`config.mk`:
```
export PLATFORM = sky130hd
export DESIGN_NAME = xtrig_hub
export DESIGN_NICKNAME = d
export VERILOG_FILES = /design/src/rtl/xtrig_pkg.sv /design/src/rtl/xtrig_regs.sv /design/src/rtl/xtrig_route.sv /design/src/rtl/xtrig_hub.sv
export SDC_FILE = /design/constraint.sdc
export NUM_CORES = 1
export LEC_CHECK = 0
export ABC_AREA = 1
export BUFFER_PORTS_ARGS = -buffer_cell sky130_fd_sc_hd__clkbuf_2
export CORE_UTILIZATION = 55
export DETAILED_ROUTE_END_ITERATION = 10
export PLACE_DENSITY_LB_ADDON = 0.12
export SLEW_MARGIN = 20
export SYNTH_ARGS = -nofsm -noshare
export SYNTH_HDL_FRONTEND = slang
export SYNTH_SLANG_ARGS = --single-unit
```
`constraint.sdc`:
```
create_clock -name clk -period 2.5 [get_ports clk]
set_input_delay 0.25 -clock clk [delete_from_list [all_inputs] [get_ports clk]]
set_output_delay 0.25 -clock clk [all_outputs]
set_load 0.05 [all_outputs]
```
`src/rtl/xtrig_pkg.sv`:
```
package xtrig_pkg;
  localparam int unsigned XT_OFS_CTRL   = 32'h000;
  localparam int unsigned XT_OFS_INMAP  = 32'h020;
  localparam int unsigned XT_OFS_OUTMAP = 32'h0A0;
  localparam int unsigned XT_OFS_GATE   = 32'h140;
  localparam int unsigned XT_OFS_KEY    = 32'hFB0;
  localparam int unsigned XT_OFS_LKST   = 32'hFB4;
  localparam logic [31:0] XT_KEY        = 32'hC5AC_CE55;
  localparam int unsigned XT_LKST_BIT   = 1;
endpackage

```
`src/rtl/xtrig_regs.sv`:
```
module xtrig_regs
  import xtrig_pkg::*;
#(
  parameter int unsigned N_TRIG = 8,
  parameter int unsigned N_CHAN = 4,
  parameter int unsigned AW     = 12,
  parameter int unsigned DW     = 32
) (
  input  logic                           clk,
  input  logic                           rst_n,
  input  logic                           bus_we,
  input  logic [AW-1:0]                  bus_addr,
  input  logic [DW-1:0]                  bus_wdata,
  output logic [DW-1:0]                  bus_rdata,
  output logic                           en_o,
  output logic [N_TRIG-1:0][N_CHAN-1:0]  in_map_o,
  output logic [N_TRIG-1:0][N_CHAN-1:0]  out_map_o,
  output logic [N_CHAN-1:0]              gate_o
);
  localparam logic [AW-1:0] A_CTRL = AW'(XT_OFS_CTRL);
  localparam logic [AW-1:0] A_GATE = AW'(XT_OFS_GATE);
  localparam logic [AW-1:0] A_KEY  = AW'(XT_OFS_KEY);
  localparam logic [AW-1:0] A_LKST = AW'(XT_OFS_LKST);
  localparam logic [DW-1:0] KEYVAL = DW'(XT_KEY);

  logic                          locked_q;
  logic                          en_q;
  logic [N_CHAN-1:0]             gate_q;
  logic [N_TRIG-1:0][N_CHAN-1:0] in_map_q;
  logic [N_TRIG-1:0][N_CHAN-1:0] out_map_q;
  logic                          wr_open;
  logic                          key_hit;

  assign wr_open = bus_we && !locked_q;
  assign key_hit = bus_we && (bus_addr == A_KEY);

  // lock: any write to the key register sets or clears it
  always_ff @(posedge clk or negedge rst_n) begin
    if (!rst_n)       locked_q <= 1'b1;
    else if (key_hit) locked_q <= (bus_wdata != KEYVAL);
  end

  always_ff @(posedge clk or negedge rst_n) begin
    if (!rst_n) begin
      en_q   <= 1'b0;
      gate_q <= '0;
    end else if (wr_open) begin
      if (bus_addr == A_CTRL) en_q   <= bus_wdata[0];
      if (bus_addr == A_GATE) gate_q <= bus_wdata[N_CHAN-1:0];
    end
  end

  for (genvar g = 0; g < N_TRIG; g++) begin : g_map
    localparam logic [AW-1:0] A_IN  = AW'(XT_OFS_INMAP + 4*g);
    localparam logic [AW-1:0] A_OUT = AW'(XT_OFS_OUTMAP + 4*g);
    always_ff @(posedge clk or negedge rst_n) begin
      if (!rst_n) begin
        in_map_q[g]  <= '0;
        out_map_q[g] <= '0;
      end else if (wr_open) begin
        if (bus_addr == A_IN)  in_map_q[g]  <= bus_wdata[N_CHAN-1:0];
        if (bus_addr == A_OUT) out_map_q[g] <= bus_wdata[N_CHAN-1:0];
      end
    end
  end

  always_comb begin
    bus_rdata = '0;
    if (bus_addr == A_CTRL) bus_rdata[0] = en_q;
    if (bus_addr == A_GATE) bus_rdata[N_CHAN-1:0] = gate_q;
    if (bus_addr == A_LKST) bus_rdata[XT_LKST_BIT] = locked_q;
    for (int n = 0; n < N_TRIG; n++) begin
      if (bus_addr == AW'(XT_OFS_INMAP + 4*n))  bus_rdata[N_CHAN-1:0] = in_map_q[n];
      if (bus_addr == AW'(XT_OFS_OUTMAP + 4*n)) bus_rdata[N_CHAN-1:0] = out_map_q[n];
    end
  end

  assign en_o      = en_q;
  assign in_map_o  = in_map_q;
  assign out_map_o = out_map_q;
  assign gate_o    = gate_q;

  assert_locked_hold_R2: assert property (@(posedge clk) disable iff (!rst_n)
    (locked_q && bus_we && bus_addr != A_KEY) |=>
      ($stable(en_q) && $stable(gate_q) && $stable(in_map_q) && $stable(out_map_q)));

  assert_key_unlocks_R3: assert property (@(posedge clk) disable iff (!rst_n)
    (bus_we && bus_addr == A_KEY && bus_wdata == KEYVAL) |=> !locked_q);

  assert_bad_key_locks_R3: assert property (@(posedge clk) disable iff (!rst_n)
    (bus_we && bus_addr == A_KEY && bus_wdata != KEYVAL) |=> locked_q);
endmodule

```
`src/rtl/xtrig_route.sv`:
```
module xtrig_route #(
  parameter int unsigned N_TRIG = 8,
  parameter int unsigned N_CHAN = 4
) (
  input  logic                          clk,
  input  logic                          rst_n,
  input  logic                          en_i,
  input  logic [N_TRIG-1:0]             trig_in_i,
  input  logic [N_CHAN-1:0]             chan_in_i,
  input  logic [N_TRIG-1:0][N_CHAN-1:0] in_map_i,
  input  logic [N_TRIG-1:0][N_CHAN-1:0] out_map_i,
  input  logic [N_CHAN-1:0]             gate_i,
  output logic [N_TRIG-1:0]             trig_out_o,
  output logic [N_CHAN-1:0]             chan_out_o
);
  logic [N_CHAN-1:0] local_ch;
  logic [N_CHAN-1:0] act_ch;
  logic [N_TRIG-1:0] trig_nx;
  logic [N_TRIG-1:0] trig_q;
  logic [N_CHAN-1:0] chan_q;

  // fan-in: each channel is the OR of all inputs mapped onto it
  always_comb begin
    local_ch = '0;
    for (int n = 0; n < N_TRIG; n++) begin
      local_ch = local_ch | ({N_CHAN{trig_in_i[n]}} & in_map_i[n]);
    end
  end

  assign act_ch = local_ch | chan_in_i;

  // fan-out: one OR-reduce per trigger output
  for (genvar g = 0; g < N_TRIG; g++) begin : g_out
    assign trig_nx[g] = en_i & (|(out_map_i[g] & act_ch));
  end

  always_ff @(posedge clk or negedge rst_n) begin
    if (!rst_n) begin
      trig_q <= '0;
      chan_q <= '0;
    end else begin
      trig_q <= trig_nx;
      chan_q <= en_i ? (local_ch & gate_i) : '0;
    end
  end

  assign trig_out_o = trig_q;
  assign chan_out_o = chan_q;

  assert_disabled_quiet_R4: assert property (@(posedge clk) disable iff (!rst_n)
    !en_i |=> (trig_out_o == '0 && chan_out_o == '0));

  assert_gate_blocks_R8: assert property (@(posedge clk) disable iff (!rst_n)
    (gate_i == '0) |=> (chan_out_o == '0));

  assert_empty_mask_R6: assert property (@(posedge clk) disable iff (!rst_n)
    (out_map_i == '0) |=> (trig_out_o == '0));

  assert_no_echo_R7: assert property (@(posedge clk) disable iff (!rst_n)
    (trig_in_i == '0) |=> (chan_out_o == '0));
endmodule

```
`src/rtl/xtrig_hub.sv`:
```
module xtrig_hub #(
  parameter int unsigned N_TRIG = 8,
  parameter int unsigned N_CHAN = 4,
  parameter int unsigned AW     = 12,
  parameter int unsigned DW     = 32
) (
  input  logic              clk,
  input  logic              rst_n,
  input  logic [N_TRIG-1:0] trig_in,
  output logic [N_TRIG-1:0] trig_out,
  input  logic [N_CHAN-1:0] chan_in,
  output logic [N_CHAN-1:0] chan_out,
  input  logic              bus_we,
  input  logic [AW-1:0]     bus_addr,
  input  logic [DW-1:0]     bus_wdata,
  output logic [DW-1:0]     bus_rdata
);
  logic                          en;
  logic [N_TRIG-1:0][N_CHAN-1:0] in_map;
  logic [N_TRIG-1:0][N_CHAN-1:0] out_map;
  logic [N_CHAN-1:0]             gate;

  xtrig_regs #(.N_TRIG(N_TRIG), .N_CHAN(N_CHAN), .AW(AW), .DW(DW)) u_regs (
    .clk(clk), .rst_n(rst_n), .bus_we(bus_we), .bus_addr(bus_addr),
    .bus_wdata(bus_wdata), .bus_rdata(bus_rdata), .en_o(en),
    .in_map_o(in_map), .out_map_o(out_map), .gate_o(gate)
  );

  xtrig_route #(.N_TRIG(N_TRIG), .N_CHAN(N_CHAN)) u_route (
    .clk(clk), .rst_n(rst_n), .en_i(en), .trig_in_i(trig_in),
    .chan_in_i(chan_in), .in_map_i(in_map), .out_map_i(out_map),
    .gate_i(gate), .trig_out_o(trig_out), .chan_out_o(chan_out)
  );
endmodule

```
# --- Yosys cells after proc, flatten, opt, wreduce, memory -nomap -nowiden ---
# Index checks and enable logic that the tools add are counted.
totals:
  ff_bits: 82
op_classes:
  n_eq_ne: 20
  reduce_logical: 30
  bitwise: 33
  muxes: 20
op_table:
  columns: ["cell", "count"]
  rows:
  - ["== test 12 x 6 -> 1 bit (second input constant)", 8]
  - ["== test 12 x 8 -> 1 bit (second input constant)", 8]
  - ["two-way mux 4 bit", 18]
  - ["AND 4 bit", 17]
  - ["AND reduction 2 bit", 18]
  - ["!= test 32 bit (second input constant)", 1]
  - ["bitwise OR 4 bit", 8]
  - ["OR reduction 4 bit", 8]
  - ["== test 12 bit (second input constant)", 2]
  - ["== test 12 x 9 -> 1 bit (second input constant)", 1]
  - ["logical NOT 12 bit", 1]
  - ["AND 1 bit", 8]
  - ["logical AND 1 bit", 2]
  - ["two-way mux 1 bit", 2]
  - ["logical NOT 1 bit", 1]

# --- Logic depth before layout (Yosys ltp) ---
# Gate-level depths: netlist (run 1).
depth:
  word_depth: 20
  depth_mapped: 24
  mapped_depth_nobuf: 24

# --- Cells and area by module ---
# Synthesis (run 1) repeated with hierarchy kept, for this count alone.
unflattened:
  hier_cells: 648
  area_unflattened_um2: 4764.6
modules_own_cells:
  columns: ["mod", "cells_per_inst", "seq_area_each_um2", "area_each_um2", "n_inst"]
  rows:
  - ["xtrig_regs", 502, 1752.9, 3863.7, 1]
  - ["xtrig_route", 146, 300.3, 900.9, 1]

# --- Worst setup path before layout (run 1) ---
# No wires, ideal clock.
synth_timing:
  path_type: "input-to-output"
  startpoint: "input bus_addr[11]"
  endpoint: "output bus_rdata[0]"
  setup_slack_ns: 0.177
  arrival_ns: 2.073
  required_ns: 2.250
  stages: 19
  path_cell_list: "nor2_2 > nand3_1 > nor2b_2 > nand2_1 > o21ai_2 > inv_1 > nand2_1 > nand2_1 > nand3_1 > nand2_1 > nand2_1 > nand2_1 > nand2_1 > nand2_1 > nand2_1 > nand2_1 > nand2_1 > nand2_1 > a21oi_2"
synth_between:
  elab_chain_cells: 19
  word_cells_on_any_way: 36
  classes_between: "eq/ne: 17; mux: 18; reduce/logical: 1"
synth_lines:
  columns: ["element", "line_no", "rtl"]
  rows:
  - ["start: declaration", "xtrig_hub.sv:14", "input logic [AW-1:0] bus_addr,"]
  - ["logical NOT 12 bit", "xtrig_regs.sv:69", "if (bus_addr == A_CTRL) bus_rdata[0] = en_q;"]
  - ["two-way mux 1 bit", "xtrig_regs.sv:69", null]
  - ["two-way mux 4 bit", "xtrig_regs.sv:70", "if (bus_addr == A_GATE) bus_rdata[N_CHAN-1:0] = gate_q;"]
  - ["two-way mux 4 bit", "xtrig_regs.sv:73", "if (bus_addr == AW'(XT_OFS_INMAP + 4*n)) bus_rdata[N_CHAN-1:0] = in_map_q[n];"]
  - ["two-way mux 4 bit", "xtrig_regs.sv:74", "if (bus_addr == AW'(XT_OFS_OUTMAP + 4*n)) bus_rdata[N_CHAN-1:0] = out_map_q[n];"]
  - ["two-way mux 4 bit", "xtrig_regs.sv:73", null]
  - ["two-way mux 4 bit", "xtrig_regs.sv:74", null]
  - ["two-way mux 4 bit", "xtrig_regs.sv:73", null]
  - ["[3 not listed]", null, null]
  - ["two-way mux 4 bit", "xtrig_regs.sv:73", null]
  - ["two-way mux 4 bit", "xtrig_regs.sv:74", null]
  - ["two-way mux 4 bit", "xtrig_regs.sv:73", null]
  - ["two-way mux 4 bit", "xtrig_regs.sv:74", null]
  - ["two-way mux 4 bit", "xtrig_regs.sv:73", null]
  - ["two-way mux 4 bit", "xtrig_regs.sv:74", null]
  - ["two-way mux 4 bit", "xtrig_regs.sv:73", null]
  - ["two-way mux 4 bit (*)", "xtrig_regs.sv:74", null]
  - ["end: declaration", "xtrig_hub.sv:16", "output logic [DW-1:0] bus_rdata"]
# Mark *: on every way between the ends. The rest lies on a longest branch, timed or not.

# --- Worst setup path after layout (run 1) ---
layout_timing:
  startpoint: "input bus_addr[9]"
  endpoint: "output bus_rdata[0]"
# Same word-level chain as after synthesis.

==> results by group, run 1 <==
Global routing
  • First-pass GRT wire length: 21500 um
  • GRT overflow: 0
  • Tot GR Track Use: 0.326
  • Via count of the first global-routing pass: 4303
  • Largest net degree at the start of global routing: 83
  • Initial antenna violation count: 0

Floorplan
  • Starting Density: 0.566
  • Chip width: 93.7 um
  • Core ar.: 8180 um2
  • # IOs: 103
  • Die area: 8780 um2
  • FP Rows: 33
  • DIE HEIGHT: 93.7 um

Worst setup path
  • CP max stage cell: buf_4
  • Crit path cell chain: clkbuf_2 > nor2_4 > nand3_2 > nor2b_2 > nand2_1 > buf_4 > o21ai_0 > inv_1 > nand2_1 > nand2_1 > nand2_1 > nand3_1 > nand2_1 > nand2_1 > nand2_1 > nand2_1 > nand2_1 > nand2_1 > nand2_1 > nand2_1 > nand2_1 > a21oi_2 > buf_12
  • Required @ worst endpoint: 2.25 ns
  • Setup crit end kind: output port
  • Crit-path max FO: 5
  • Worst Setup Path Type: in -> out
  • Delay of the slowest cell on the worst path: 0.19 ns
  • WP data arrival: 2.28 ns
  • CP Launch Type: input port
  • Most Frequent Cell on Critical Path: nand2_1

Power
  • Clock share of power: 0.361
  • Peak supply drop: 0.000294 V
  • Internal power: 1800 uW
  • Sw frac: 0.296
  • Switching power: 756 uW
  • Logic pwr share: 0.115
  • Reg power frac: 0.523
  • Design Power: 2550 uW
  • Power Density: 464 nW/um2
  • P_leak: 0.00259 uW

Drt
  • Via count: 4598
  • Vias per cell: 5.49
  • DRC errors left: 0
  • DRT Wirelength: 13800 um
  • First-iteration detailed-routing DRC count: 342
  • Final ANT Viol Nets: 0
  • Mean routed wirelength per cell: 16.4 um
  • DRT Pass-1 Iters: 5

Place
  • Dpl cells: 817
  • Area after DPL: 5180 um2
  • GP Congestion: 0.963
  • Place WS: -0.109 ns
  • IO buf count: 74
  • Dpl hpwl: 10300 um

Worst hold path
  • Min-delay worst type: in -> reg

STA
  • Slew HR: 0.416
  • Clock period minus final worst setup slack: 2.53 ns
  • Final period util: 1.01
  • Final hold slack: 0.235 ns
  • Worst slew pin tran: 0.874 ns
  • Fin. Hold Viols: 0
  • Skew final: 0.00959 ns
  • Final setup fails: 1
  • Setup repair after global routing missed its margin: yes
  • Fmax: 395 MHz
  • Slew Limit Fails: 0
  • Final WS setup: -0.0342 ns

Final layout
  • Layout cells sized above 1: 0.198
  • Cell area after layout: 5500 um2
  • # diodes: 0
  • Final Non-Filler Cells: 837
  • Area Growth Syn to Fin: 18.9%
  • Nets: 786

Yosys
  • Netlist Area Pre-Place: 4620 um2
  • Seq/Total Area, Yosys: 0.444
  • Post-synth EDFFs: 0
  • Cells after synthesis: 622
  • Count of cell types in the netlist: 34
  • Register bit total from synthesis: 82
  • Syn Area/Cell: 7.43 um2
  • Fraction of registers with async set or reset after synthesis: 1.00
  • YS warnings: 0
  • Main synth FF type: dfrtp_1

Clocking
  • Total CTS buffers: 9
  • Clock Sinks: 82
  • CTS tree: yes
  • Root Driver: clkbuf_8
  • H-Tree Depth: 3
  • Worst-path clk slew: 0.08 ns
  • Clk buf depth: 2
  • Clk_lat worst skew: 0.35 ns

Job
  • Max-Cap Viols: 0

Status
  • Failing checks: setup timing
  • Status: finished, violations left
## metal layers
layer	part of all wire	GRT usage
met1	0.44	0.459
met2	0.46	0.513
met3	0.082	0.0437
met4	0.019	0.117
met5	0	0
## flip-flops by register name, indices dropped and copies added, names as in the netlist
| register | cells |
|---|---|
| u_regs.in_map_o | 32 |
| u_regs.en_o | 1 |
| u_regs.gate_o | 4 |
| u_route.chan_out_o | 4 |
| u_regs.locked_q | 1 |
| u_route.trig_out_o | 8 |
| u_regs.out_map_o | 32 |
## worst paths after layout
| path | start | end | slack [ns] | cells after the start |
|---|---|---|---|---|
| max | bus_addr[9] | bus_rdata[0] | -0.03 | 23 |
| min | bus_we | u_regs.locked_q$_DFFE_PN1P_ | 0.23 | 5 |
| max reg2reg | u_regs.in_map_o[9]$_DFFE_PN0P_ | u_route.trig_out_o[4]$_DFF_PN0_ | 0.45 | 8 |
| min reg2reg | u_regs.out_map_o[23]$_DFFE_PN0P_ | u_regs.out_map_o[23]$_DFFE_PN0P_ | 0.49 | 2 |
| max in group asynchronous | rst_n | u_regs.in_map_o[21]$_DFFE_PN0P_ | 1.49 | 2 |
| min in group asynchronous | rst_n | u_route.chan_out_o[1]$_DFF_PN0_ | 0.50 | 2 |
## repair_timing
item                                   CTS  global route
setup buffers                            1             2
resized for setup                        6            22
hold buffers                             0             1
endpoints found under the hold margin    0            12
setup endpoints to repair                4             4
pin swaps                                0             6
## layout make-up
| type | instances | area (um2) |
|---|---|---|
| flip-flops and latches | 82 | 2050 |
| well taps | 105 | 131 |
| fillers | 744 | 2680 |
| repair buffers | 101 | 621 |
| multi-input cells | 453 | 2210 |
| inverters | 80 | 300 |
| clock inverters | 6 | 50.0 |
| clock buffers | 10 | 138 |
## power by group through the flow
stage | combinational [uW] | clock (uW) | sequential [uW]
final | 294 | 922 | 1340
after global routing | 318 | 980 | 1340
after CTS | 281 | 927 | 1340
after detailed placement | 279 | 0 | 1360
after global placement | 274 | 0 | 1360
after floorplan | 184 | 0 | 1360
## critical path, delay by kind of cell
| kind | cells | cell delay (ns) |
|---|---|---|
| buffers and inverters | 4 | 0.53 |
| AND/OR/NAND/NOR | 17 | 1.36 |
| AO/OA/AOI/OAI | 2 | 0.14 |
## through the flow
step / utilization / TNS (ns)
floorplan: - / 0
global placement: 0.634 / -0.111
detailed placement: 0.634 / -0.227
CTS: 0.661 / 0
global route: 0.673 / -0.735
finish: 0.673 / -0.0342
## Yosys cell counts, types with 3 or more instances
cell        n  area (um2)
nor4_1      5        31.3
a41oi_1     5        43.8
nor2_1     41         154
nand3_1    17        85.1
dfrtp_1    81        2030
nor2_2      3        18.8
a22o_1      5        43.8
inv_1      77         289
nand4_1    12        75.1
clkbuf_1    6        22.5
a21oi_1     4        20.0
o21ai_0   113         566
o22ai_1     7        43.8
a221oi_1    7        61.3
nand2_1   176         661
nor3_1     10        50.1
buf_4      28         210
inv_2       3        11.3
## logic make-up (layout without fill, tap and decap cells)
group                  Yosys count  after routing  share of synthesized area
AOI/OAI and AO/OA              149            149                      0.181
buffers and inverters          114            197                      0.115
other                            1             28                   0.000811
and+or+nand+nor                276            276                      0.259
DFF                             82             82                      0.444
## placed cells by master, fill, tap and decap left out, drive strengths merged
master       count
clkinvlp         2
a41oi            5
nand4           12
a221oi           7
o21ai          115
nor3            12
clkbuf          80
nor2            46
and2             2
dlygate4sd3      1
buf             30
o2111ai          2
o211ai           1
dfstp            1
conb            28
a22o             5
or2              1
o22ai            7
nor2b            1
a31oi            2
dfrtp           81
nand2          177
nand3           19
inv             82
a21oi            5
nor4             5
nand3b           1
clkinv           2
Note: power is estimated with default switching activity, not from simulation.
==> run 2, diff against run 1 <==
Settings changed: REMOVE_ABC_BUFFERS set to 1.
==> run 2 against run 1 <==
Net effect: the flow still finishes with violations (setup timing); flip-flop and latch count did not move; sequential share of layout area shrank 1.0 points; critical path depth rose by 1; combinational power rose by 5%; setup slack worse by 0.028 ns; critical endpoint unchanged; non-clock buffer count is 7 higher; cell count increased by 0.72%.
==> results by group, run 2 (synthesis gave the netlist of run 1 again) <==
Drt
  • First-iteration detailed-routing DRC count: 404 (was 342)
  • DRT Wirelength: 14300 um (was 13800 um)
  • Final ANT Viol Nets: 0 (unchanged)
  • DRC errors left: 0 (unchanged)
  • Vias per cell: 5.57 (was 5.49)
  • Via count: 4698 (was 4598)
  • DRT Pass-1 Iters: 5 (unchanged)
  • Mean routed wirelength per cell: 16.9 um (was 16.4 um)

Final layout
  • Area of the multi-input gates: 2260 um2 (was 2210 um2)
  • Nets: 793 (was 786)
  • Number of fill cells: 707 (was 744)
  • Final Non-Filler Cells: 843 (was 837)
  • Layout cells sized above 1: 0.226 (was 0.198)
  • # diodes: 0 (unchanged)
  • Sequential cell area: 2050 um2 (unchanged)
  • Area Growth Syn to Fin: 22.3% (was 18.9%)
  • Commonest non-fill, non-tap cell in the layout: nand2_1 (unchanged)
  • Commonest non-fill, non-tap cells in the layout: 169 x nand2_1, 112 x o21ai_0, 81 x dfrtp_1 (was 172 x nand2_1, 112 x o21ai_0, 81 x dfrtp_1)
  • Final core occ: 0.692 (was 0.673)
  • Cell area after layout: 5660 um2 (was 5500 um2)

STA
  • Fmax: 390 MHz (was 395 MHz)
  • Clock period minus final worst setup slack: 2.56 ns (was 2.53 ns)
  • Fin. Hold Viols: 0 (unchanged)
  • Slew HR: 0.361 (was 0.416)
  • Skew final: 0.0113 ns (was 0.00959 ns)
  • Final WS setup: -0.0626 ns (was -0.0342 ns)
  • Setup repair after global routing missed its margin: yes (unchanged)
  • Final period util: 1.03 (was 1.01)
  • TNS Setup: -0.0626 ns (was -0.0342 ns)
  • Final setup fails: 1 (unchanged)
  • Worst slew pin tran: 0.957 ns (was 0.874 ns)
  • Slew Limit Fails: 0 (unchanged)

Worst setup path
  • Required @ worst endpoint: 2.25 ns (about the same)
  • Setup crit end kind: output port (unchanged)
  • Worst Setup Path Type: in -> out (unchanged)
  • CP bufs+invs: 5 (was 4)
  • CP Launch Type: input port (unchanged)
  • Worst R2R Setup Slack: 0.39 ns (was 0.45 ns)
  • Most Frequent Cell on Critical Path: nand2_1 (unchanged)
  • FF-to-FF Start: u_regs.in_map_o[1]$_DFFE_PN0P_ (was u_regs.in_map_o[9]$_DFFE_PN0P_)
  • CP delay by family, top: simple AND/OR/NAND/NOR gates (unchanged)
  • WP data arrival: 2.31 ns (was 2.28 ns)
  • Delay of the slowest cell on the worst path: 0.31 ns (was 0.19 ns)
  • CP max stage cell: nor3_4 (was buf_4)
  • R2R cell count: 8 (unchanged)
  • RR Endpoint: u_route.trig_out_o[5]$_DFF_PN0_ (was u_route.trig_out_o[4]$_DFF_PN0_)
  • Crit-path max FO: 3 (was 5)
  • Crit path cell chain: clkbuf_2 > inv_2 > nand2_4 > nor3_4 > buf_6 > nand3_1 > nand2_1 > inv_1 > nand3_1 > nand2_1 > nand2_1 > nand2_1 > nand3_2 > nand2_2 > nand2_1 > nand2_1 > nand2_1 > nand2_1 > nand2_1 > nand2_1 > nand2_1 > nand2_1 > a21oi_2 > buf_12 (was clkbuf_2 > nor2_4 > nand3_2 > nor2b_2 > nand2_1 > buf_4 > o21ai_0 > inv_1 > nand2_1 > nand2_1 > nand2_1 > nand3_1 > nand2_1 > nand2_1 > nand2_1 > nand2_1 > nand2_1 > nand2_1 > nand2_1 > nand2_1 > nand2_1 > a21oi_2 > buf_12)

Clocking
  • Worst-path clk slew: 0.08 ns (about the same)
  • H-Tree Depth: 3 (unchanged)
  • Clk buf depth: 2 (unchanged)
  • CTS tree: yes (unchanged)
  • Total CTS buffers: 9 (unchanged)
  • Clock Sinks: 82 (unchanged)
  • Root Driver: clkbuf_8 (unchanged)
  • Clk_lat worst skew: 0.35 ns (about the same)

Power
  • P_leak: 0.00269 uW (was 0.00259 uW)
  • Switching power: 709 uW (was 756 uW)
  • Logic pwr share: 0.118 (was 0.115)
  • Clock share of power: 0.374 (was 0.361)
  • Internal power: 1920 uW (was 1800 uW)
  • Design Power: 2630 uW (was 2550 uW)
  • Peak supply drop: 0.000332 V (was 0.000294 V)
  • Reg power frac: 0.508 (was 0.523)
  • Power Density: 465 nW/um2 (was 464 nW/um2)
  • Sw frac: 0.270 (was 0.296)

Place
  • IO buf count: 74 (unchanged)
  • GP Congestion: 1.05 (was 0.963)
  • Dpl hpwl: 10800 um (was 10300 um)
  • Area after DPL: 5240 um2 (was 5180 um2)
  • Dpl cells: 822 (was 817)

Floorplan
  • Core ar.: 8180 um2 (unchanged)
  • DIE HEIGHT: 93.7 um (unchanged)
  • FP Rows: 33 (unchanged)
  • Starting Density: 0.566 (unchanged)
  • # IOs: 103 (unchanged)
  • Chip width: 93.7 um (unchanged)
  • Die area: 8780 um2 (unchanged)

Global routing
  • Tot GR Track Use: 0.338 (was 0.326)
  • Initial antenna violation count: 0 (unchanged)
  • GRT overflow: 0 (unchanged)
  • Via count of the first global-routing pass: 4318 (was 4303)
  • First-pass GRT wire length: 22100 um (was 21500 um)
  • Largest net degree at the start of global routing: 48 (was 83)

Worst hold path
  • Hold depth: 3 (was 5)
  • Worst Hold Path EP: u_regs.locked_q$_DFFE_PN1P_ (unchanged)
  • Hold Crit Start: bus_wdata[29] (was bus_we)
  • Min-delay worst type: in -> reg (unchanged)

Status
  • Failing checks: setup timing (unchanged)
  • Status: finished, violations left (unchanged)

Job
  • Max-Cap Viols: 0 (unchanged)
[run 2: cell count changes in the layout (fill, tap and decap cells not counted), sizes merged]
cell	previous run	this run
buf	30	41
bufinv	0	1
clkbuf	80	77
clkinvlp	2	1
inv	82	80
[run 2: how the worst max path moves through the flow]
stage / cells past startpoint / slack (ns) / start / to
5_1_grt: 26 / -0.22 / bus_addr[6] / bus_rdata[0]
3_5_place_dp: 17 / -0.04 / bus_addr[3] / bus_rdata[2]
6_report: 24 / -0.06 / bus_addr[1] / bus_rdata[0]
3_3_place_gp: 21 / -0.05 / bus_addr[3] / bus_rdata[3]
4_1_cts: 22 / 0.001 / bus_addr[0] / bus_rdata[0]
2_1_floorplan: 19 / 0.18 / bus_addr[11] / bus_rdata[0]
[run 2: routing by layer]
metal / GRT usage / vias up / part of all wire
li1: - / 2223 / -
met1: 0.465 / 2182 / 0.44
met2: 0.529 / 265 / 0.46
met3: 0.0502 / 28 / 0.077
met4: 0.150 / 0 / 0.028
met5: 0 / - / 0
[run 2: metrics by stage]
step	hold slack, ns	setup WS, ns
2_1_floorplan	-0.0456	0.177
3_3_place_gp	0.288	-0.0540
3_5_place_dp	0.294	-0.0367
4_1_cts	0.247	0.00133
5_1_grt	0.271	-0.220
6_report	0.256	-0.0626
[run 2: layout make-up]
type,count,area share
multi-input cells,453,0.399
flip-flops and latches,82,0.363
clock inverters,4,0.00907
inverters,80,0.0535
repair buffers,108,0.125
well taps,105,0.0232
clock buffers,11,0.0268
[run 2: repair_timing]
item | in CTS | in global routing
hold buffers | 1 | 0
pin swaps | 0 | 24
endpoints found under the setup margin | 3 | 4
endpoints found under the hold margin | 46 | 0
gates cloned | 0 | 0
buffers inserted | 0 | 5
resized for setup | 4 | 57
[run 2: worst reg2reg max path, stage by stage (launching register included)]
cell	delay [ns]
dfrtp_1	0.42
nand2_1	0.09
nand3_1	0.08
a221oi_1	0.22
o2111ai_1	0.51
o21ai_0	0.33
o21ai_0	0.13
nor2_1	0.14
nor2_1	0.06
[run 2: power by group through the flow]
stage               combinational [uW]  sequential (uW)  clock, uW
floorplan                          147             1360          0
global placement                   282             1360          0
detailed placement                 285             1360          0
CTS                                288             1340        987
global route                       332             1340       1040
finish                             309             1340        982
==> run 3, diff against run 2 <==
Settings changed: GPL_ROUTABILITY_DRIVEN set to 0, RECOVER_POWER set to 50.
==> run 3 against run 2 <==
Net effect: via count is 1.7% higher; combinational power is 3% lower; sequential share of layout area is 0.70 points higher; the run ends with capacitance limit, slew limit, setup timing left; power is 0.17% higher; highest routed layer unchanged; critical path type unchanged.
==> results by group, run 3 (synthesis gave the netlist of run 1 again) <==
Global routing
  • Tot GR Track Use: 0.326 (was 0.338)
  • Initial antenna violation count: 0 (unchanged)
  • Largest net degree at the start of global routing: 83 (was 48)
  • First-pass GRT wire length: 21500 um (was 22100 um)
  • Via count of the first global-routing pass: 4347 (was 4318)
  • GRT overflow: 0 (unchanged)

Place
  • IO buf count: 74 (unchanged)
  • Dpl hpwl: 10000 um (was 10800 um)
  • Dpl cells: 812 (was 822)
  • Place WS: -0.133 ns (was -0.0367 ns)

Worst setup path
  • Setup crit end kind: output port (unchanged)
  • Crit-path max FO: 4 (was 3)
  • Crit path cell chain: clkbuf_2 > inv_1 > nand2_2 > nor3_4 > buf_4 > nand3_1 > o21ai_1 > a21oi_1 > o22ai_1 > nand2_1 > o22ai_1 > nand4_1 > nor2_1 > nand4_1 > nor2_1 > nand4_1 > clkbuf_8 (was clkbuf_2 > inv_2 > nand2_4 > nor3_4 > buf_6 > nand3_1 > nand2_1 > inv_1 > nand3_1 > nand2_1 > nand2_1 > nand2_1 > nand3_2 > nand2_2 > nand2_1 > nand2_1 > nand2_1 > nand2_1 > nand2_1 > nand2_1 > nand2_1 > nand2_1 > a21oi_2 > buf_12)
  • Setup crit start: bus_addr[1] (unchanged)
  • Delay of the slowest cell on the worst path: 0.23 ns (was 0.31 ns)
  • WP data arrival: 2.39 ns (was 2.31 ns)
  • RR Endpoint: u_regs.out_map_o[4]$_DFFE_PN0P_ (was u_route.trig_out_o[5]$_DFF_PN0_)
  • Worst R2R Setup Slack: 0.40 ns (was 0.39 ns)
  • Required @ worst endpoint: 2.25 ns (about the same)
  • FF-to-FF Start: u_regs.locked_q$_DFFE_PN1P_ (was u_regs.in_map_o[1]$_DFFE_PN0P_)
  • CP max stage cell: nor3_4 (unchanged)
  • Worst Setup Path Type: in -> out (unchanged)
  • Most Frequent Cell on Critical Path: nand4_1 (was nand2_1)
  • CP Launch Type: input port (unchanged)
  • R2R cell count: 5 (was 8)

STA
  • Final setup fails: 2 (was 1)
  • Worst slew pin tran: 1.79 ns (was 0.957 ns)
  • Slew HR: -0.191 (was 0.361)
  • Final WS setup: -0.137 ns (was -0.0626 ns)
  • Setup repair after global routing missed its margin: yes (unchanged)
  • TNS Setup: -0.205 ns (was -0.0626 ns)
  • Clock period minus final worst setup slack: 2.64 ns (was 2.56 ns)
  • Fin. Hold Viols: 0 (unchanged)
  • Skew final: 0.00896 ns (was 0.0113 ns)
  • Slew Limit Fails: 83 (was 0)
  • Final period util: 1.05 (was 1.03)
  • Fmax: 379 MHz (was 390 MHz)

Power
  • Peak supply drop: 0.000357 V (was 0.000332 V)
  • Switching power: 740 uW (was 709 uW)
  • Logic pwr share: 0.114 (was 0.118)
  • Power Density: 474 nW/um2 (was 465 nW/um2)
  • Sw frac: 0.281 (was 0.270)
  • Internal power: 1890 uW (was 1920 uW)
  • Reg power frac: 0.507 (was 0.508)
  • Design Power: 2630 uW (about the same)
  • P_leak: 0.00260 uW (was 0.00269 uW)
  • Clock share of power: 0.378 (was 0.374)

Job
  • Max-Cap Viols: 1 (was 0)

Drt
  • DRT Pass-1 Iters: 7 (was 5)
  • Vias per cell: 5.71 (was 5.57)
  • Top sig layer: met4 (unchanged)
  • First-iteration detailed-routing DRC count: 463 (was 404)
  • DRC errors left: 0 (unchanged)
  • Mean routed wirelength per cell: 16.5 um (was 16.9 um)
  • DRT Wirelength: 13800 um (was 14300 um)
  • Via count: 4778 (was 4698)
  • Final ANT Viol Nets: 0 (unchanged)
  • Metal2 WL: 6330 um (was 6520 um)
  • M1 WL: 5460 um (was 6250 um)
  • Routed wl met3: 1520 um (was 1100 um)

Floorplan
  • DIE HEIGHT: 93.7 um (unchanged)
  • Starting Density: 0.566 (unchanged)
  • FP Rows: 33 (unchanged)
  • Die area: 8780 um2 (unchanged)
  • Chip width: 93.7 um (unchanged)
  • # IOs: 103 (unchanged)
  • Core ar.: 8180 um2 (unchanged)

Clocking
  • H-Tree Depth: 3 (unchanged)
  • Worst-path clk slew: 0.08 ns (about the same)
  • Root Driver: clkbuf_8 (unchanged)
  • Clock Sinks: 82 (unchanged)
  • Total CTS buffers: 9 (unchanged)
  • Clk_lat worst skew: 0.36 ns (was 0.35 ns)
  • CTS tree: yes (unchanged)
  • Clk buf depth: 2 (unchanged)

Worst hold path
  • Worst Hold Path EP: u_regs.locked_q$_DFFE_PN1P_ (unchanged)
  • Hold depth: 3 (unchanged)
  • Hold Crit Start: bus_wdata[27] (was bus_wdata[29])
  • Min-delay worst type: in -> reg (unchanged)

Final layout
  • Commonest non-fill, non-tap cells in the layout: 171 x nand2_1, 111 x o21ai_0, 81 x dfrtp_1 (was 169 x nand2_1, 112 x o21ai_0, 81 x dfrtp_1)
  • Sequential cell area: 2050 um2 (unchanged)
  • # diodes: 0 (unchanged)
  • Commonest non-fill, non-tap cell in the layout: nand2_1 (unchanged)
  • Layout cells sized above 1: 0.201 (was 0.226)
  • Number of fill cells: 714 (was 707)
  • Nets: 786 (was 793)
  • Final core occ: 0.679 (was 0.692)
  • Area Growth Syn to Fin: 20.0% (was 22.3%)
  • Area of the multi-input gates: 2230 um2 (was 2260 um2)
  • Final Non-Filler Cells: 837 (was 843)

Status
  • Status: finished, violations left (unchanged)
  • Failing checks: capacitance limit, slew limit, setup timing (was setup timing)
-- run 3: cell count changes in the layout (fill, tap and decap cells not counted), moves of 3 or more --
| cell | previous run | this run |
|---|---|---|
| buf_4 | 31 | 24 |
| clkbuf_2 | 66 | 59 |
| clkbuf_1 | 0 | 6 |
| nand3_1 | 14 | 17 |
| nand3_2 | 3 | 0 |
-- run 3: area by class of cell --
cell class	instances	share of cell area
clock buffer	10	0.0248
clock inverter	6	0.0117
inverter	80	0.0541
multi-input combinational	453	0.401
sequential	82	0.370
tap	105	0.0237
timing repair buffer	101	0.114
-- run 3: power by group through the flow --
stage / sequential (uW) / clock, uW / combinational (uW)
5_1_grt: 1340 / 1060 / 324
4_1_cts: 1330 / 1000 / 280
2_1_floorplan: 1360 / 0 / 147
3_5_place_dp: 1360 / 0 / 277
6_report: 1340 / 996 / 300
3_3_place_gp: 1360 / 0 / 273
-- run 3: worst max-delay path by stage --
| stage | to | slack, ns | cells past startpoint |
|---|---|---|---|
| 3_5_place_dp | bus_rdata[3] | -0.13 | 21 |
| 6_report | bus_rdata[1] | -0.14 | 17 |
| 3_3_place_gp | bus_rdata[3] | -0.09 | 21 |
| 4_1_cts | bus_rdata[0] | 0.004 | 24 |
| 5_1_grt | bus_rdata[0] | -0.29 | 24 |
| 2_1_floorplan | bus_rdata[0] | 0.18 | 19 |
-- run 3: worst max-delay path: cells and delay by family --
family | cells | cell delay, ns
AOI/OAI and AO/OA | 4 | 0.54
and+or+nand+nor | 9 | 1.04
buffers and inverters | 4 | 0.55
-- run 3: layer usage --
layer  up-vias  global-route usage
met2       318               0.509
met1      2188               0.433
met5         -                   0
li1       2211                   -
met3        61              0.0680
met4         0               0.153
-- run 3: repair_timing --
action / CTS / global route
pin swaps: 1 / 18
hold endpoints to repair: 0 / 16
setup buffers: 1 / 7
resized for setup: 7 / 46
hold buffers: 0 / 1
setup endpoints to repair: 3 / 4
-- run 3: through the flow --
step	hold slack, ns	instance area (um2)
after floorplan	-0.0456	4490
after global placement	0.469	5150
after detailed placement	0.473	5150
after CTS	0.0955	5380
after global routing	0.262	5550
final	0.238	5550
